$ cat src/rtl/hbs_pkg.sv
package hbs_pkg;

  typedef enum logic [1:0] {
    TGT_NONE = 2'd0,
    TGT_PIO  = 2'd1,
    TGT_DMA  = 2'd2
  } tgt_e;

  typedef struct packed {
    logic       dma;
    logic [7:0] reg_addr;
  } key_t;

  function automatic int ceil_cyc(longint dur_ps, longint clk_ps);
    return int'((dur_ps + clk_ps - 64'sd1) / clk_ps);
  endfunction

endpackage

$ cat src/rtl/hbs_decode.sv
module hbs_decode
  import hbs_pkg::*;
#(
  parameter logic [7:0] PIO_PAGE = 8'h00,
  parameter logic [7:0] DMA_PAGE = 8'h02
) (
  input  logic [31:0] addr,
  output tgt_e        tgt,
  output logic [7:0]  reg_addr
);

  logic unused_bits;

  assign unused_bits = ^{addr[23:10], addr[1:0]};
  assign reg_addr    = addr[9:2];

  always_comb begin
    if (addr[31:24] == PIO_PAGE)      tgt = TGT_PIO;
    else if (addr[31:24] == DMA_PAGE) tgt = TGT_DMA;
    else                              tgt = TGT_NONE;
  end

endmodule

$ cat src/rtl/hbs_countdown.sv
module hbs_countdown #(
  parameter int W = 4
) (
  input  logic         clk,
  input  logic         rst_n,
  input  logic         load,
  input  logic [W-1:0] load_val,
  input  logic         dec,
  output logic         zero
);

  logic [W-1:0] cnt_q, cnt_d;
  logic         cnt_en;

  always_comb begin
    cnt_en = 1'b0;
    cnt_d  = cnt_q;
    if (load) begin
      cnt_en = 1'b1;
      cnt_d  = load_val;
    end else if (dec && (cnt_q != '0)) begin
      cnt_en = 1'b1;
      cnt_d  = cnt_q - 1'b1;
    end
  end

  always_ff @(posedge clk or negedge rst_n) begin
    if (!rst_n)      cnt_q <= '0;
    else if (cnt_en) cnt_q <= cnt_d;
  end

  assign zero = (cnt_q == '0);

endmodule

$ cat src/rtl/hbs_spacing.sv
module hbs_spacing
  import hbs_pkg::*;
#(
  parameter int SAME_CYC = 5,
  parameter int DIFF_CYC = 10
) (
  input  logic clk,
  input  logic rst_n,
  input  logic go,
  input  logic go_write,
  input  key_t go_key,
  input  logic q_write,
  input  key_t q_key,
  output logic clear
);

  localparam int HI_CYC = (DIFF_CYC > SAME_CYC) ? DIFF_CYC : SAME_CYC;
  localparam int CW     = $clog2(HI_CYC + 1);
  localparam logic [CW-1:0] CNT_MAX = CW'(HI_CYC);
  localparam logic [CW-1:0] SAME_M1 = CW'((SAME_CYC > 0) ? SAME_CYC - 1 : 0);
  localparam logic [CW-1:0] DIFF_M1 = CW'((DIFF_CYC > 0) ? DIFF_CYC - 1 : 0);

  logic          have_q;
  logic          lw_q;
  key_t          lk_q;
  logic [CW-1:0] cnt_q, cnt_d;
  logic          cnt_en;
  logic          wide;

  always_comb begin
    cnt_en = 1'b0;
    cnt_d  = cnt_q;
    if (go) begin
      cnt_en = 1'b1;
      cnt_d  = '0;
    end else if (cnt_q != CNT_MAX) begin
      cnt_en = 1'b1;
      cnt_d  = cnt_q + 1'b1;
    end
  end

  always_ff @(posedge clk or negedge rst_n) begin
    if (!rst_n) begin
      have_q <= 1'b0;
      lw_q   <= 1'b0;
      lk_q   <= '0;
    end else if (go) begin
      have_q <= 1'b1;
      lw_q   <= go_write;
      lk_q   <= go_key;
    end
  end

  always_ff @(posedge clk or negedge rst_n) begin
    if (!rst_n)      cnt_q <= CNT_MAX;
    else if (cnt_en) cnt_q <= cnt_d;
  end

  assign wide  = (lw_q || q_write) && (q_key != lk_q);
  assign clear = !have_q || (cnt_q >= (wide ? DIFF_M1 : SAME_M1));

endmodule

$ cat src/rtl/hbus_access_seq.sv
module hbus_access_seq
  import hbs_pkg::*;
#(
  parameter longint     CLK_PS    = 10000,
  parameter longint     STROBE_PS = 20000,
  parameter longint     SAME_PS   = 50000,
  parameter longint     DIFF_PS   = 91000,
  parameter longint     SETTLE_PS = 2000000000,
  parameter logic [7:0] WAKE_REG  = 8'h00
) (
  input  logic        clk,
  input  logic        rst_n,
  input  logic        req_valid,
  input  logic [31:0] req_addr,
  input  logic        req_write,
  input  logic [15:0] req_wdata,
  output logic        req_ready,
  output logic        rsp_valid,
  output logic        rsp_err,
  output logic [15:0] rsp_rdata,
  input  logic        wake_req,
  output logic        busy,
  output logic        bus_cs_n,
  output logic        bus_rd_n,
  output logic        bus_wr_n,
  output logic        bus_dack_n,
  output logic [7:0]  bus_addr,
  output logic [15:0] bus_wdata,
  input  logic [15:0] bus_rdata
);

  localparam int STRB_RAW   = ceil_cyc(STROBE_PS, CLK_PS);
  localparam int STRB_CYC   = (STRB_RAW < 1) ? 1 : STRB_RAW;
  localparam int SAME_CYC   = ceil_cyc(SAME_PS, CLK_PS);
  localparam int DIFF_CYC   = ceil_cyc(DIFF_PS, CLK_PS);
  localparam int SETL_RAW   = ceil_cyc(SETTLE_PS, CLK_PS);
  localparam int SETTLE_CYC = (SETL_RAW < 1) ? 1 : SETL_RAW;
  localparam int SW         = $clog2(STRB_CYC + 1);
  localparam int LW         = $clog2(SETTLE_CYC + 1);

  typedef enum logic [2:0] {
    ST_IDLE   = 3'd0,
    ST_XFER   = 3'd1,
    ST_RESP   = 3'd2,
    ST_ERR    = 3'd3,
    ST_WAKE   = 3'd4,
    ST_SETTLE = 3'd5
  } state_e;

  // reset: asserted at once, released through two flops
  logic [1:0] rst_pipe;
  logic       rst_n_s;

  always_ff @(posedge clk or negedge rst_n) begin
    if (!rst_n) rst_pipe <= 2'b00;
    else        rst_pipe <= {rst_pipe[0], 1'b1};
  end
  assign rst_n_s = rst_pipe[1];

  state_e      state_q, state_d;
  logic        cur_dma_q, cur_dma_d;
  logic        cur_wr_q, cur_wr_d;
  logic [7:0]  cur_addr_q, cur_addr_d;
  logic [15:0] cur_wdata_q, cur_wdata_d;
  logic [15:0] rdata_q, rdata_d;
  logic        lat_en;

  tgt_e        tgt;
  logic [7:0]  dec_reg;
  key_t        q_key, go_key;
  logic        sp_go, sp_go_wr, sp_clear;
  logic        st_load, st_dec, st_zero;
  logic        sl_load, sl_dec, sl_zero;

  hbs_decode u_decode (
    .addr     (req_addr),
    .tgt      (tgt),
    .reg_addr (dec_reg)
  );

  assign q_key = {(tgt == TGT_DMA), dec_reg};

  hbs_spacing #(
    .SAME_CYC (SAME_CYC),
    .DIFF_CYC (DIFF_CYC)
  ) u_spacing (
    .clk      (clk),
    .rst_n    (rst_n_s),
    .go       (sp_go),
    .go_write (sp_go_wr),
    .go_key   (go_key),
    .q_write  (req_write),
    .q_key    (q_key),
    .clear    (sp_clear)
  );

  hbs_countdown #(.W(SW)) u_strobe_tmr (
    .clk      (clk),
    .rst_n    (rst_n_s),
    .load     (st_load),
    .load_val (SW'(STRB_CYC - 1)),
    .dec      (st_dec),
    .zero     (st_zero)
  );

  hbs_countdown #(.W(LW)) u_settle_tmr (
    .clk      (clk),
    .rst_n    (rst_n_s),
    .load     (sl_load),
    .load_val (LW'(SETTLE_CYC - 1)),
    .dec      (sl_dec),
    .zero     (sl_zero)
  );

  assign st_dec = (state_q == ST_XFER) || (state_q == ST_WAKE);
  assign sl_dec = (state_q == ST_SETTLE);

  always_comb begin
    state_d     = state_q;
    cur_dma_d   = cur_dma_q;
    cur_wr_d    = cur_wr_q;
    cur_addr_d  = cur_addr_q;
    cur_wdata_d = cur_wdata_q;
    rdata_d     = rdata_q;
    lat_en      = 1'b0;
    st_load     = 1'b0;
    sl_load     = 1'b0;
    sp_go       = 1'b0;
    sp_go_wr    = req_write;
    go_key      = q_key;
    unique case (state_q)
      ST_IDLE: begin
        if (wake_req) begin
          state_d    = ST_WAKE;
          st_load    = 1'b1;
          sp_go      = 1'b1;
          sp_go_wr   = 1'b0;
          go_key     = {1'b0, WAKE_REG};
          lat_en     = 1'b1;
          cur_dma_d  = 1'b0;
          cur_wr_d   = 1'b0;
          cur_addr_d = WAKE_REG;
        end else if (req_valid) begin
          if (tgt == TGT_NONE) begin
            state_d = ST_ERR;
          end else if (sp_clear) begin
            state_d     = ST_XFER;
            st_load     = 1'b1;
            sp_go       = 1'b1;
            lat_en      = 1'b1;
            cur_dma_d   = (tgt == TGT_DMA);
            cur_wr_d    = req_write;
            cur_addr_d  = dec_reg;
            cur_wdata_d = req_wdata;
          end
        end
      end
      ST_XFER: begin
        if (st_zero) begin
          state_d = ST_RESP;
          if (!cur_wr_q) rdata_d = bus_rdata;
        end
      end
      ST_RESP, ST_ERR: state_d = ST_IDLE;
      ST_WAKE: begin
        if (st_zero) begin
          state_d = ST_SETTLE;
          sl_load = 1'b1;
        end
      end
      ST_SETTLE: if (sl_zero) state_d = ST_IDLE;
      default: state_d = ST_IDLE;
    endcase
  end

  always_ff @(posedge clk or negedge rst_n_s) begin
    if (!rst_n_s) begin
      state_q <= ST_IDLE;
      rdata_q <= '0;
    end else begin
      state_q <= state_d;
      rdata_q <= rdata_d;
    end
  end

  always_ff @(posedge clk or negedge rst_n_s) begin
    if (!rst_n_s) begin
      cur_dma_q   <= 1'b0;
      cur_wr_q    <= 1'b0;
      cur_addr_q  <= '0;
      cur_wdata_q <= '0;
    end else if (lat_en) begin
      cur_dma_q   <= cur_dma_d;
      cur_wr_q    <= cur_wr_d;
      cur_addr_q  <= cur_addr_d;
      cur_wdata_q <= cur_wdata_d;
    end
  end

  logic in_xfer, in_wake;
  assign in_xfer = (state_q == ST_XFER);
  assign in_wake = (state_q == ST_WAKE);

  assign bus_cs_n   = !((in_xfer && !cur_dma_q) || in_wake);
  assign bus_dack_n = !(in_xfer && cur_dma_q);
  assign bus_rd_n   = !((in_xfer && !cur_wr_q) || in_wake);
  assign bus_wr_n   = !(in_xfer && cur_wr_q);
  assign bus_addr   = cur_addr_q;
  assign bus_wdata  = cur_wdata_q;

  assign req_ready = (state_q == ST_RESP) || (state_q == ST_ERR);
  assign rsp_valid = req_ready;
  assign rsp_err   = (state_q == ST_ERR);
  assign rsp_rdata = rdata_q;
  assign busy      = in_wake || (state_q == ST_SETTLE);


  cs_dack_excl_chk: assert property (@(posedge clk) disable iff (!rst_n_s)
    !(!bus_cs_n && !bus_dack_n));


  rd_wr_excl_chk: assert property (@(posedge clk) disable iff (!rst_n_s)
    !(!bus_rd_n && !bus_wr_n));


  ready_pulse_chk: assert property (@(posedge clk) disable iff (!rst_n_s)
    req_ready |=> !req_ready);


  err_quiet_chk: assert property (@(posedge clk) disable iff (!rst_n_s)
    rsp_err |-> (bus_cs_n && bus_dack_n && bus_rd_n && bus_wr_n));


  wake_read_chk: assert property (@(posedge clk) disable iff (!rst_n_s)
    (busy && !bus_rd_n) |-> (!bus_cs_n && bus_wr_n && bus_dack_n));


  settle_quiet_chk: assert property (@(posedge clk) disable iff (!rst_n_s)
    (busy && bus_rd_n) |-> (bus_cs_n && bus_wr_n && bus_dack_n && !req_ready));

endmodule

$ cat config.mk
export PLATFORM = sky130hd
export DESIGN_NAME = hbus_access_seq
export DESIGN_NICKNAME = d
export VERILOG_FILES = /design/src/rtl/hbs_pkg.sv /design/src/rtl/hbs_decode.sv /design/src/rtl/hbs_countdown.sv /design/src/rtl/hbs_spacing.sv /design/src/rtl/hbus_access_seq.sv
export SDC_FILE = /design/constraint.sdc
export NUM_CORES = 1
export LEC_CHECK = 0
export BUFFER_PORTS_ARGS = -buffer_cell sky130_fd_sc_hd__buf_2
export CORE_MARGIN = 4
export CORE_UTILIZATION = 56
export CTS_CLUSTER_SIZE = 8
export DETAILED_ROUTE_END_ITERATION = 8
export PLACE_DENSITY_LB_ADDON = 0.25
export SLEW_MARGIN = 25
export SYNTH_ARGS = -nofsm -noshare
export SYNTH_HDL_FRONTEND = slang
export SYNTH_SLANG_ARGS = --single-unit
$ cat constraint.sdc
create_clock -name clk -period 6.1 [get_ports clk]
set_input_delay 0.305 -clock clk [delete_from_list [all_inputs] [get_ports clk]]
set_output_delay 0.305 -clock clk [all_outputs]
set_load 0.01 [all_outputs]
; Word level (Yosys, flattened, before mapping)
; Cells that the tools add are included.
[word_totals]
register_bits = 82
output_inout_bits = 48
[classes]
addsub = 3
n_lt_le_gt_ge = 1
n_eq_ne = 15
muxes = 46
n_bitwise = 3
reduce_logical = 40
[op_table]
columns = operator, n
row1 = $mux 18, 2
row2 = $mux 8, 4
row3 = $mux 1, 23
row4 = $mux 3, 7
row5 = $logic_not 18->1, 1
row6 = $mux 9, 2
row7 = $reduce_bool 18->1, 1
row8 = $sub 18x1->18 const B, 1
row9 = $mux 4, 3
row10 = $pmux 3 s4, 1
row11 = $reduce_bool 2->1, 6
row12 = $reduce_and 5->1, 2
row13 = $ne 9x9->1, 1
row14 = $eq 8x2->1 const B, 1
row15 = $logic_not 8->1, 1
row16 = $mux 2, 4
row17 = $ne 2x2->1 const B, 4
row18 = $ne 4x4->1 const B, 2
row19 = $logic_and 1x1->1, 7
row20 = $logic_not 1->1, 7
row21 = $logic_or 1x1->1, 7
row22 = $eq 3x2->1 const B, 2
row23 = $eq 3x3->1 const B, 2
row24 = $reduce_and 2->1, 3
row25 = other kinds (11), 14

; Logic depth before layout (Yosys ltp)
; Gate-level depths: netlist (run 1).
[logic_depth]
depth_word = 16
mapped_depth = 12
ltp_nobuf = 11

; By module
; Synthesis (run 1) repeated with hierarchy kept, for this count alone.
[hier_totals]
cells_unflattened = 416
area_unflattened_um2 = 4388.0
[modules_own_cells]
columns = mod, n_inst, cells_per_inst, area_each_um2, seq_area_each_um2
row1 = hbus_access_seq, 1, 171, 2104.5, 1176.1
row2 = hbs_countdown at u_settle_tmr, 1, 154, 1255.0, 450.4
row3 = hbs_spacing, 1, 65, 794.5, 377.9
row4 = hbs_countdown at u_strobe_tmr, 1, 13, 132.6, 50.0
row5 = hbs_decode, 1, 13, 101.3, 0.0

; Worst setup path after synthesis (run 1)
; Ideal clock, no wire load.
[synth_timing]
path_type = input port to flip-flop
start = input req_addr[29]
end = register cur_wdata_q[0] (netlist: bus_wdata[0])
setup_time_ps = 125
arrival_ps = 2634
slack_ps = 3341
path_stages = 12
path_buffers = 1
path_cell_list = nor4_2 > and2_1 > nand2_1 > xor2_1 > a21o_1 > ha_1 > nand2_1 > o2111ai_1 > nand3_2 > nor3_4 > buf_6 > mux2_2
[synth_between]
elab_chain_cells = 15
elab_cells_between_ends = 18
classes_between = 1 x order compare / 3 x eq/ne / 8 x mux / 1 x bitwise / 5 x reduce/logical
[synth_lines]
columns = element, line
row1 = start: declaration, hbus_access_seq.sv:14  ; input logic [31:0] req_addr,
row2 = $eq 8x2->1, hbs_decode.sv:19  ; else if (addr[31:24] == DMA_PAGE) tgt = TGT_DMA;
row3 = $mux 2, hbs_decode.sv:19
row4 = $mux 2 *, hbs_decode.sv:18  ; if (addr[31:24] == PIO_PAGE) tgt = TGT_PIO;
row5 = $eq 2x2->1, hbus_access_seq.sv:81  ; assign q_key = {(tgt == TGT_DMA), dec_reg};
row6 = $ne 9x9->1, hbs_spacing.sv:59  ; assign wide = (lw_q || q_write) && (q_key != lk_q);
row7 = $logic_and 1x1->1, hbs_spacing.sv:59
row8 = $mux 4, hbs_spacing.sv:60  ; assign clear = !have_q || (cnt_q >= (wide ? DIFF_M1 : SAME_M1));
row9 = $ge 4x4->1, hbs_spacing.sv:60
row10 = $logic_or 1x1->1, hbs_spacing.sv:60
row11 = $mux 1, hbus_access_seq.sv:146  ; end else if (sp_clear) begin
row12 = $mux 1, hbus_access_seq.sv:144  ; if (tgt == TGT_NONE) begin
row13 = $mux 1, hbus_access_seq.sv:143  ; end else if (req_valid) begin
row14 = $mux 1, hbus_access_seq.sv:133  ; if (wake_req) begin
row15 = $mux 1, hbus_access_seq.sv:131  ; unique case (state_q)
row16 = $reduce_and 6->1 (no source line) *, --
row17 = end signal: assignment, hbus_access_seq.sv:196  ; cur_wdata_q <= cur_wdata_d;
row18 = end: declaration, hbus_access_seq.sv:64  ; logic [15:0] cur_wdata_q, cur_wdata_d;
; Every way passes the cells marked *; elsewhere a longest branch is shown, timed or not.
; A chain may end at the register's enable or synchronous reset.

; Worst setup path in the final report (run 1)
[layout_timing]
start = register u_spacing.lk_q[4] in the netlist's numbering
end = register cur_wdata_q[4] (netlist: bus_wdata[4])
[layout_between]
elab_chain_cells = 11
[layout_lines]
columns = element, line
row1 = start: declaration, hbs_spacing.sv:25  ; key_t lk_q;
row2 = start signal: assignment, hbs_spacing.sv:50  ; lk_q <= go_key;
row3 = $ne 9x9->1 *, hbs_spacing.sv:59
row4 = $logic_and 1x1->1 *, hbs_spacing.sv:59
row5 = $mux 4 *, hbs_spacing.sv:60
row6 = $ge 4x4->1 *, hbs_spacing.sv:60
row7 = $logic_or 1x1->1 *, hbs_spacing.sv:60
row8 = $mux 1, hbus_access_seq.sv:146
row9 = $mux 1, hbus_access_seq.sv:144
row10 = $mux 1, hbus_access_seq.sv:143
row11 = $mux 1, hbus_access_seq.sv:133
row12 = $mux 1, hbus_access_seq.sv:131
row13 = $reduce_and 6->1 (no source line) *, --
; Marked as above.

==> results of run 1 <==
==> metal layers <==
metal | vias to the layer above | global-route usage [%] | part of all wire [%]
met4 | 0 | 8.540 | 1.2
met2 | 77 | 32.93 | 51
met1 | 1492 | 27.53 | 42
li1 | 1469 | - | -
met5 | - | 0 | 0
met3 | 8 | 5.037 | 5.7
==> per-stage QoR <==
| stage | total power [mW] | worst slack [ns] | hold WS [ns] | instance area [µm²] |
|---|---|---|---|---|
| after floorplan | 1.231 | 3.341 | 0.009409 | 3993 |
| after global placement | 1.390 | 2.323 | 0.08977 | 4533 |
| after detailed placement | 1.424 | 2.246 | 0.09282 | 4533 |
| after CTS | 1.842 | 2.571 | 0.1512 | 4751 |
| after global routing | 1.965 | 2.254 | 0.1561 | 4772 |
| final | 1.829 | 2.566 | 0.1720 | 4772 |
==> cell families (layout without fill, tap and decap cells) <==
logic type / after synthesis / in the layout
flip-flops: 82 / 82
buffers and inverters: 35 / 136
adder cells (fa/ha/maj): 7 / 7
multiplexers: 37 / 37
AO/OA/AOI/OAI: 49 / 49
other: 1 / 1
XOR/XNOR: 19 / 19
AND/OR/NAND/NOR: 125 / 125
==> path summary, 6_finish.rpt <==
check                                                    from                                end  slack [ns]
worst min-delay path                            bus_rdata[10]          rsp_rdata[10]$_DFFE_PN0P_        0.17
worst min register to register          rst_pipe[1]$_DFF_PN0_  u_settle_tmr.cnt_q[6]$_DFFE_PN0P_        0.29
worst max-delay path            u_spacing.lk_q[4]$_DFFE_PN0P_           bus_wdata[4]$_DFFE_PN0P_        2.57
min in group asynchronous                               rst_n              rst_pipe[1]$_DFF_PN0_        0.25
max in group asynchronous               rst_pipe[1]$_DFF_PN0_          rsp_rdata[11]$_DFFE_PN0P_        5.21
worst max register to register  u_spacing.lk_q[4]$_DFFE_PN0P_           bus_wdata[4]$_DFFE_PN0P_        2.57
==> worst reg2reg max path, cell delays in order, from the launching register on <==
cell	delay, ns
dfrtp_1	0.41
xnor2_1	0.17
nand4_1	0.12
nor2_1	0.21
a21oi_1	0.13
ha_1	0.30
nand2_1	0.05
o2111ai_1	0.26
nand3_2	0.54
nor3_4	0.81
mux2_2	0.42
==> layout by cell type, fill, tap and decap left out, drive strengths merged, types with 2 or more instances in the layout <==
cell type | synthesis | routed
a211oi | 2 | 2
a21oi | 6 | 6
a311o | 18 | 18
and2 | 21 | 21
buf | 8 | 101
clkbuf | 9 | 9
dfrtp | 80 | 80
dfstp | 2 | 2
ha | 7 | 7
inv | 18 | 22
mux2 | 32 | 32
mux2i | 5 | 5
nand2 | 17 | 17
nand2b | 2 | 2
nand3 | 12 | 12
nand4 | 3 | 3
nor2 | 25 | 25
nor2b | 3 | 3
nor3 | 11 | 11
nor3b | 2 | 2
nor4 | 15 | 15
o2111ai | 2 | 2
o211ai | 3 | 3
o21ai | 7 | 7
o31ai | 4 | 4
or2 | 2 | 2
or3 | 6 | 6
or4 | 3 | 3
xnor2 | 15 | 15
xor2 | 4 | 4
==> cell usage after synthesis (all sizes together) (2+ instances only) <==
cell type	n
a21oi	6
nor3	11
a211oi	2
o2111ai	2
nor2b	3
nand3	12
nor3b	2
clkbuf	9
inv	18
buf	8
mux2	32
a311o	18
o21ai	7
nand2	17
or3	6
dfrtp	80
dfstp	2
nand4	3
or4	3
o211ai	3
xor2	4
xnor2	15
mux2i	5
ha	7
nor4	15
and2	21
nand2b	2
nor2	25
or2	2
o31ai	4
==> report_power, final <==
part	total, mW	internal, mW	switching (mW)
Sequential	0.818	0.694	0.124
Combinational	0.597	0.287	0.311
Clock	0.413	0.197	0.216
==> final cells by class <==
cell class / instances / area [µm²]
tap: 96 / 120.1
multi-input combinational: 238 / 1788
timing repair buffer: 102 / 530.5
fill: 520 / 2097
inverter: 18 / 67.56
clock buffer: 9 / 123.9
clock inverter: 7 / 83.83
sequential: 82 / 2058
==> state kept, by name, summed over array words and instances (netlist names) <==
name                count
cur_wr_q                1
u_spacing.lk_q          9
bus_addr                8
cur_dma_q               1
u_spacing.have_q        1
state_q                 3
u_strobe_tmr.cnt_q      2
u_settle_tmr.cnt_q     18
bus_wdata              16
rsp_rdata              16
u_spacing.lw_q          1
rst_pipe                2
u_spacing.cnt_q         4
==> reports/qor.yml, run 1 <==
floorplan:
  core_um2: 6869
  io_pins: 117
  start_util_pct: 58.12
  rows: 30
  dieArea_um2: 8544
  die_w_um: 92.44
  die_y_um: 92.44
worst_setup_path:
  path_delay_family: "simple AND/OR/NAND/NOR gates"
  r2r_cells: 10
  cp.depth: 10
  end_kind: "flip-flop"
  crit_type: "flip-flop to flip-flop"
  critical_path_arrival_ns: 3.78
  slowest_stage: "nor3_4"
  crit_chain: "xnor2_1, nand4_1, nor2_1, a21oi_1, ha_1, nand2_1, o2111ai_1, nand3_2, nor3_4, mux2_2"
  critPathMaxFanout: 32
  crit_required_ns: 6.34
  cpPeakStageDelay_ns: 0.80
  critPathLaunchType: "flip-flop"
  critPathBufInv: 0
place:
  dp_hpwl_um: 6021
  dpl.cell_count: 534
  portBuffers: 100
  routabilityCongestion: 0.8232
clock_network:
  clock_sinks: 82
  cts_tree: "built"
  htree_num_levels: 3
  cts_root_buf: "clkbuf_8"
  clkSlewWorstSetupHoldPaths_ns: 0.09
  cts_resized: 0
  cts_hold_buf: 1
  postCtsSetupRepairBufs: 0
  clockBufferDepth: 2
  insertion_delay_ns: 0.36
  numCtsBuffers: 9
sta:
  fin_crit_ns: 3.534
  grt_setup_unrepaired: "false"
  tns_ns: 0
  relSlewSlack_pct: 47.31
  max_freq_mhz: 283.0
  setup_violations: 0
  clock_skew_ns: 0.009171
  period_share_pct: 57.94
  hold_viol: 0
  worstMarginPinSlew_ns: 0.7881
  drv_slew: 0
route:
  drt-initial-drc-count: 145
  drt_wl_total_um: 8537
  vias: 3046
  final_antenna_net_count: 0
  drtPass1Iterations: 4
  via_per_inst: 5.518
  drcViolationCount: 0
  wl_per_cell_um: 15.47
synth:
  synth_ff_type: "dfrtp_1"
  yosysTopAreaCellShare_pct: 50.14
  synth_area_leaders: "dfrtp_1, mux2_2, a311o_1"
  synth-simple-area-share_pct: 18.11
  syn-num-nets: 431
  synth_mux_area_share_pct: 10.28
  avgSynthCellArea_um2: 11.25
  synth-async-reset-ratio_pct: 100.0
  synth_cells: 355
  yosysSeqAreaShare_pct: 51.46
  synth_top_family_by_area: "simple AND/OR/NAND/NOR gates"
  yosys_warnings: 0
  synth_fa_ha_area_share_pct: 2.194
  synth_edf_count: 0
  netlist_area_um2: 3993
  yosys.area.top_type: "dfrtp_1"
  ys_types: 53
  ys_ff_latch: 82
  synth_compound_area_share_pct: 9.903
  synth_xor_area_share_pct: 4.168
power:
  power.density_nw_per_um2: 383.2
  p_leak_nw: 2.068
  max-vdd-ir-drop_uv: 248.9
final_layout:
  post-route-util_pct: 69.47
  area_delta_synth_final_pct: 19.52
  final_layout_size_suffix_gt1_share_pct: 36.18
  fin_nets: 527
  layoutNonFillerInstCount: 552
  diodes: 0
run_status:
  outcome: "finished, final reports clean"
global_routing:
  grt_pass1_wl_um: 14230
  grt_max_degree: 81
  antenna_found_initial: 0
  grt_overflow_total: 0
  grt_pass1_vias: 3028
  track_usage_pct: 20.80
hold_path:
  holdPathStages: 2
  min_path_type: "input pin to flip-flop"
run:
  cap_violations: 0
Power figures use the tool's default switching activity.
==> run 2: changes to the inputs <==
ABC_AREA = 1   (was unset)
CORE_UTILIZATION = 47   (was 56)
clock period = 3.12 ns   (was 6.1 ns; I/O delays follow)
==> run 2 against run 1 <==
Compared with the run above:
- non-clock buffer count is 2 higher
- worst hold slack got worse by 0.15 ns
- critical path depth rose by 4
- sequential cell count is the same
- die area is 23% higher
- clock-buffer cell count unchanged
- synthesized cell count is 40% higher
- clock skew grew 0.0029 ns
- critical endpoint is now bus_wdata[2]$_DFFE_PN0P_
==> reports/qor.yml, run 2 <==
run_status:
  outcome: "finished, final reports clean"
floorplan:
  core_um2: 8721  # +27%
  die_w_um: 102.5  # +11%
  die_y_um: 102.5  # +11%
  io_pins: 117  # unchanged
  start_util_pct: 48.12  # -10 points
  rows: 34  # +13%
  dieArea_um2: 10500  # +23%
worst_setup_path:
  critPathLaunchType: "flip-flop"
  crit_type: "flip-flop to flip-flop"
  rrSetupSlack_ns: 0.53  # -2.04 ns
  r2r_start: "u_spacing.lk_q[7]$_DFFE_PN0P_"
  crit_required_ns: 3.38  # -2.96 ns
  r2r_cells: 14  # +4
  end_kind: "flip-flop"
  reg2reg_to: "bus_wdata[2]$_DFFE_PN0P_"
  critical_path_arrival_ns: 2.85  # -0.93 ns
  critPathMaxFanout: 16  # -50%
global_routing:
  grt_pass1_wl_um: 15400  # +8.2%
  grt_pass1_vias: 3425  # +13%
  grt_overflow_total: 0  # unchanged
  track_usage_pct: 18.54  # -2.3 points
  grt_max_degree: 81  # unchanged
  antenna_found_initial: 0  # unchanged
power:
  power.density_nw_per_um2: 434.8  # +13%
  p_leak_nw: 2.790  # +35%
  power_frac_comb_pct: 12.0  # -21 points
  p_sw_uw: 626.1  # -3.8%
  seq_power_share_pct: 53.3  # +8.5 points
  max-vdd-ir-drop_uv: 330.0  # +33%
  swShare_pct: 28.81  # -6.8 points
  intPower_mw: 1.547  # +31%
  p_total_mw: 2.173  # +19%
  clkPwrFrac_pct: 34.7  # +12 points
final_layout:
  largest_register_ffs: 18  # unchanged
  diodes: 0  # unchanged
  layoutNonFillerInstCount: 714  # +29%
  area_delta_synth_final_pct: 19.11
  final_common_cell: "nand2_1"
  regMostFlops: "u_settle_tmr.cnt_q"
  fin_nets: 677  # +28%
  final_cell_mix: "nand2_1, buf_2, dfrtp_1"
  final_layout_size_suffix_gt1_share_pct: 28.05  # -8.1 points
synth:
  ys_types: 36  # -32%
  syn-num-nets: 573  # +33%
  yosys.area.top_type: "dfrtp_1"
  synth_edf_count: 0  # unchanged
  netlist_area_um2: 4197  # +5.1%
  synth_common_cells: "nand2_1, dfrtp_1, nor2_1"
  synth.most_common_cell: "nand2_1"
  synth_cells: 497  # +40%
  avgSynthCellArea_um2: 8.444  # -25%
  yosysSeqAreaShare_pct: 48.96  # -2.5 points
  synth_ff_type: "dfrtp_1"
  ys_ff_latch: 82  # unchanged
  synth-async-reset-ratio_pct: 100.0  # unchanged
  yosysTopAreaCellShare_pct: 47.70  # -2.4 points
  yosys_warnings: 0  # unchanged
  synth_area_leaders: "dfrtp_1, nand2_1, nand3_1"
hold_path:
  min_path_type: "input pin to flip-flop"
  min_to: "bus_wdata[10]$_DFFE_PN0P_"
  holdPathStages: 3  # +1
  min_from: "req_wdata[10]"
sta:
  clock_skew_ns: 0.01212  # +0.002945 ns
  period_share_pct: 82.99  # +25 points
  fin_crit_ns: 2.589  # -0.9449 ns
  hold_slack_ns: 0.01918  # -0.1528 ns
  max_freq_mhz: 386.2  # +36%
  tns_ns: 0  # unchanged
  fin_ws_ns: 0.5308  # -2.035 ns
  hold_viol: 0  # unchanged
  drv_slew: 0  # unchanged
  grt_setup_unrepaired: "false"
  setup_violations: 0  # unchanged
clock_network:
  postCtsSetupRepairBufs: 0  # unchanged
  insertion_delay_ns: 0.37  # about the same
  numCtsBuffers: 9  # unchanged
  clock_sinks: 82  # unchanged
  cts_resized: 0  # unchanged
  clkSlewWorstSetupHoldPaths_ns: 0.10  # about the same
  cts_root_buf: "clkbuf_8"
  clockBufferDepth: 2  # unchanged
  htree_num_levels: 3  # unchanged
  cts_hold_buf: 1  # unchanged
  cts_tree: "built"
place:
  dp_slack_ns: 0.5314  # -1.715 ns
  dp_hpwl_um: 7027  # +17%
  portBuffers: 100  # unchanged
  dpl.cell_count: 696  # +30%
  routabilityCongestion: 0.8580  # +4.2%
route:
  wl_per_cell_um: 13.34  # -14%
  drt_wl_total_um: 9522  # +12%
  final_antenna_net_count: 0  # unchanged
  drt-initial-drc-count: 144  # -0.69%
  via_per_inst: 4.947  # -10%
  drcViolationCount: 0  # unchanged
  vias: 3532  # +16%
  drtPass1Iterations: 4  # unchanged
run:
  cap_violations: 0  # unchanged
-- run 2: cell types whose count changed in the layout (fill, tap and decap cells not counted), moves of 6 or more --
cell | before | now
and2_0 | 7 | 0
nand4_1 | 3 | 18
a311o_1 | 18 | 0
nor4_1 | 12 | 0
nand3_1 | 10 | 41
and2_1 | 14 | 0
nor2_1 | 25 | 46
nand2_1 | 17 | 160
o21ai_2 | 0 | 8
xnor2_1 | 15 | 4
inv_1 | 18 | 45
xor2_1 | 4 | 10
mux2_2 | 32 | 16
-- run 2: metrics by stage --
| step | utilization (%) | instance area, µm² |
|---|---|---|
| after global placement | 54.66 | 4767 |
| final | 57.32 | 4999 |
| after global routing | 57.32 | 4999 |
| after detailed placement | 54.66 | 4767 |
| after floorplan | - | 4197 |
| after CTS | 57.00 | 4971 |
-- run 2: worst max-delay path by stage --
| stage | to | slack, ns | cells past startpoint | from |
|---|---|---|---|---|
| floorplan | bus_addr[0]$_DFFE_PN0P_ | 0.67 | 0 | rst_pipe[1]$_DFF_PN0_ |
| global placement | bus_wdata[5]$_DFFE_PN0P_ | 0.59 | 15 | u_spacing.lk_q[4]$_DFFE_PN0P_ |
| detailed placement | bus_wdata[8]$_DFFE_PN0P_ | 0.53 | 15 | u_spacing.lk_q[4]$_DFFE_PN0P_ |
| CTS | bus_wdata[8]$_DFFE_PN0P_ | 0.51 | 15 | u_spacing.lk_q[4]$_DFFE_PN0P_ |
| global route | bus_wdata[1]$_DFFE_PN0P_ | 0.28 | 14 | u_spacing.lk_q[7]$_DFFE_PN0P_ |
| finish | bus_wdata[2]$_DFFE_PN0P_ | 0.53 | 14 | u_spacing.lk_q[7]$_DFFE_PN0P_ |
-- run 2: layout make-up --
cell class | count | area [µm²]
timing repair buffer | 104 | 553.0
fill | 796 | 3722
sequential | 82 | 2058
multi-input combinational | 353 | 1862
clock buffer | 9 | 123.9
tap | 108 | 135.1
clock inverter | 7 | 70.07
inverter | 51 | 196.4
-- run 2: critical path, cell delays in order (launching register included) --
cell and delay, ns:
dfrtp_1 0.41, xnor2_1 0.17, nand3_1 0.09, nor3_1 0.33, a21oi_1 0.17, ha_1 0.31, nand2_1 0.05, inv_1 0.04
nand2_1 0.04, nand2_1 0.05, nand2_1 0.10, nor2_4 0.25, nand2_2 0.27, nand2_1 0.14, nand2_1 0.05
-- run 2: routing by layer --
metal	GRT usage (%)	part of all wire, %	vias to the layer above
met4	6.256	1.4	0
met2	31.63	51	96
met3	4.263	5.4	13
li1	-	-	1793
met5	0	0	-
met1	23.24	42	1630
-- run 2: logic make-up (layout without fill, tap and decap cells) --
group	Yosys count	count (layout)	share of synthesized area, %
AND/OR/NAND/NOR	292	292	31.40
flip-flops	82	82	48.96
buffers and inverters	62	171	6.678
AO/OA/AOI/OAI	22	22	3.339
multiplexers	17	17	4.532
XOR/XNOR	14	14	2.922
adder cells (fa/ha/maj)	7	7	2.087
other	1	1	0.08936
-- run 2: power by group through the flow --
stage	clock network [mW]	registers, mW	logic (mW)
final	0.755	1.16	0.261
after global routing	0.820	1.16	0.312
after CTS	0.777	1.17	0.248
after detailed placement	0	1.19	0.246
after global placement	0	1.19	0.232
after floorplan	0	1.18	0.160
==> run 3: changes to the inputs <==
ABC_AREA = 0   (was 1)
CORE_UTILIZATION = 52   (was 47)
clock period = 2.7 ns   (was 3.12 ns; I/O delays follow)
==> run 3 against run 2 <==
Compared with the run above:
- sequential power up 59%
- critical endpoint is now bus_wdata[11]$_DFFE_PN0P_
- routed wire length shrank 11%
- first-iteration DRC count rose by 2.8%
- sequential cell count unchanged
==> reports/qor.yml, run 3 (same netlist as run 1, synthesis figures left out) <==
sta:
  clock_skew_ns: 0.01134  # -0.0007742 ns
  period_share_pct: 94.53  # +12 points
  fin_crit_ns: 2.552  # -0.03680 ns
  max_freq_mhz: 391.8  # +1.4%
  relSlewSlack_pct: 48.01
  fin_ws_ns: 0.1476  # -0.3832 ns
  drv_slew: 0  # unchanged
  grt_setup_unrepaired: "true"
  hold_viol: 0  # unchanged
  setup_violations: 0  # unchanged
  worstMarginPinSlew_ns: 0.7776
route:
  via_per_inst: 5.406  # +9.3%
  drt-initial-drc-count: 148  # +2.8%
  drt_wl_total_um: 8462  # -11%
  vias: 3087  # -13%
  drcViolationCount: 0  # unchanged
  drtPass1Iterations: 4  # unchanged
  final_antenna_net_count: 0  # unchanged
  wl_per_cell_um: 14.82  # +11%
place:
  dp_hpwl_um: 6040  # -14%
  placed_area_um2: 4602  # -3.5%
  portBuffers: 100  # unchanged
  dp_slack_ns: -0.07301  # -0.6044 ns
  routabilityCongestion: 0.8034  # -6.4%
clock_network:
  clock_sinks: 82  # unchanged
  numCtsBuffers: 9  # unchanged
  clockBufferDepth: 2  # unchanged
  cts_root_buf: "clkbuf_8"
  clkSlewWorstSetupHoldPaths_ns: 0.09  # about the same
  cts_tree: "built"
  htree_num_levels: 3  # unchanged
  insertion_delay_ns: 0.34  # -0.03 ns
worst_setup_path:
  r2r_cells: 11  # -3
  r2r_start: "u_spacing.lk_q[0]$_DFFE_PN0P_"
  critPathMaxFanout: 16  # unchanged
  critical_path_arrival_ns: 2.78  # -0.07 ns
  reg2reg_to: "bus_wdata[11]$_DFFE_PN0P_"
  critPathLaunchType: "flip-flop"
  crit_required_ns: 2.93  # -0.45 ns
  crit_path_start: "u_spacing.lk_q[0]$_DFFE_PN0P_"
  crit_type: "flip-flop to flip-flop"
  rrSetupSlack_ns: 0.15  # -0.38 ns
  end_kind: "flip-flop"
hold_path:
  holdPathStages: 2  # -1
  min_path_type: "input pin to flip-flop"
  min_from: "bus_rdata[1]"
  min_to: "rsp_rdata[1]$_DFFE_PN0P_"
global_routing:
  antenna_found_initial: 0  # unchanged
  grt_pass1_wl_um: 14000  # -9.1%
  grt_overflow_total: 0  # unchanged
  grt_pass1_vias: 3112  # -9.1%
  track_usage_pct: 19.43  # +0.89 points
  grt_max_degree: 81  # unchanged
final_layout:
  final_layout_size_suffix_gt1_share_pct: 38.56  # +11 points
  post-route-util_pct: 67.30  # +10 points
  largest_register_ffs: 18  # unchanged
  final_area_um2: 4960  # -0.78%
  final_common_cell: "buf_2"
  fin_nets: 543  # -20%
  final_cell_mix: "buf_2, dfrtp_1, mux2_2"
  regMostFlops: "u_settle_tmr.cnt_q"
  diodes: 0  # unchanged
  area_delta_synth_final_pct: 24.22
run_status:
  outcome: "finished, final reports clean"
floorplan:
  dieArea_um2: 9144  # -13%
  die_y_um: 95.63  # -6.7%
  core_um2: 7370  # -15%
  rows: 31  # -8.8%
  io_pins: 117  # unchanged
  start_util_pct: 54.18  # +6.1 points
  die_w_um: 95.63  # -6.7%
power:
  p_leak_nw: 2.138  # -23%
  power.density_nw_per_um2: 820.6  # +89%
  max-vdd-ir-drop_uv: 454.1  # +38%
run:
  cap_violations: 0  # unchanged
-- run 3: changes by cell type in the layout (fill, tap and decap cells not counted), moves of 7 or more --
cell / delta
and2_0: +7
inv_1: -27
nand3_1: -31
nor2_1: -22
xnor2_1: +11
a311o_1: +18
o21ai_2: -8
nor4_1: +10
mux2_2: +16
nand4_1: -15
nand2_1: -143
and2_1: +14
-- run 3: through the flow --
| step | power [mW] | instances | hold slack [ns] | setup TNS [ns] |
|---|---|---|---|---|
| after floorplan | 2.782 | 355 | -0.1606 | 0 |
| after global placement | 3.149 | 544 | -0.07836 | -0.1034 |
| after detailed placement | 3.218 | 544 | -0.07468 | -1.250 |
| after CTS | 4.062 | 566 | 0.00008651 | 0 |
| after global routing | 4.393 | 571 | 0.0007883 | -0.7411 |
| final | 4.070 | 571 | 0.01738 | 0 |
-- run 3: worst max-delay path, cell delays in order, from the launching register on --
cell	delay (ns)
dfrtp_1	0.42
xnor2_1	0.19
nand4_1	0.13
nor2_2	0.18
a21oi_2	0.08
ha_1	0.27
nand2_1	0.06
o2111ai_2	0.24
nand3_4	0.15
nor3_4	0.18
buf_12	0.18
mux2_2	0.34
-- run 3: how the worst max path moves through the flow --
| stage | to | slack, ns |
|---|---|---|
| 5_1_grt | bus_wdata[11]$_DFFE_PN0P_ | -0.06 |
| 6_report | bus_wdata[11]$_DFFE_PN0P_ | 0.15 |
| 4_1_cts | cur_wr_q$_DFFE_PN0P_ | 0.06 |
| 2_1_floorplan | bus_wdata[0]$_DFFE_PN0P_ | 0.11 |
| 3_5_place_dp | bus_addr[2]$_DFFE_PN0P_ | -0.07 |
| 3_3_place_gp | bus_addr[2]$_DFFE_PN0P_ | -0.01 |
-- run 3: cell type report --
type / count / area [µm²]
Tap cell: 99 / 123.9
Multi-Input combinational cell: 238 / 1833
Clock buffer: 9 / 123.9
Timing Repair Buffer: 118 / 693.2
Clock inverter: 7 / 60.06
Fill cell: 600 / 2410
Sequential cell: 82 / 2058
Inverter: 18 / 67.56
-- run 3: power breakdown --
| part | switching, mW | internal, mW |
|---|---|---|
| logic | 0.713 | 0.678 |
| registers | 0.283 | 1.57 |
| clock network | 0.480 | 0.348 |
-- run 3: what timing repair did --
action                                 CTS  global route
setup buffers                            0             3
setup endpoints to repair                0            42
hold buffers                             6             1
endpoints found under the hold margin    7             1
resized for setup                        0            11
-- run 3: routing by layer --
metal,GRT usage (%),part of all wire (%)
met5,0,0
met4,6.635,1.6
met1,26.49,45
met2,30.46,48
met3,4.657,5.5
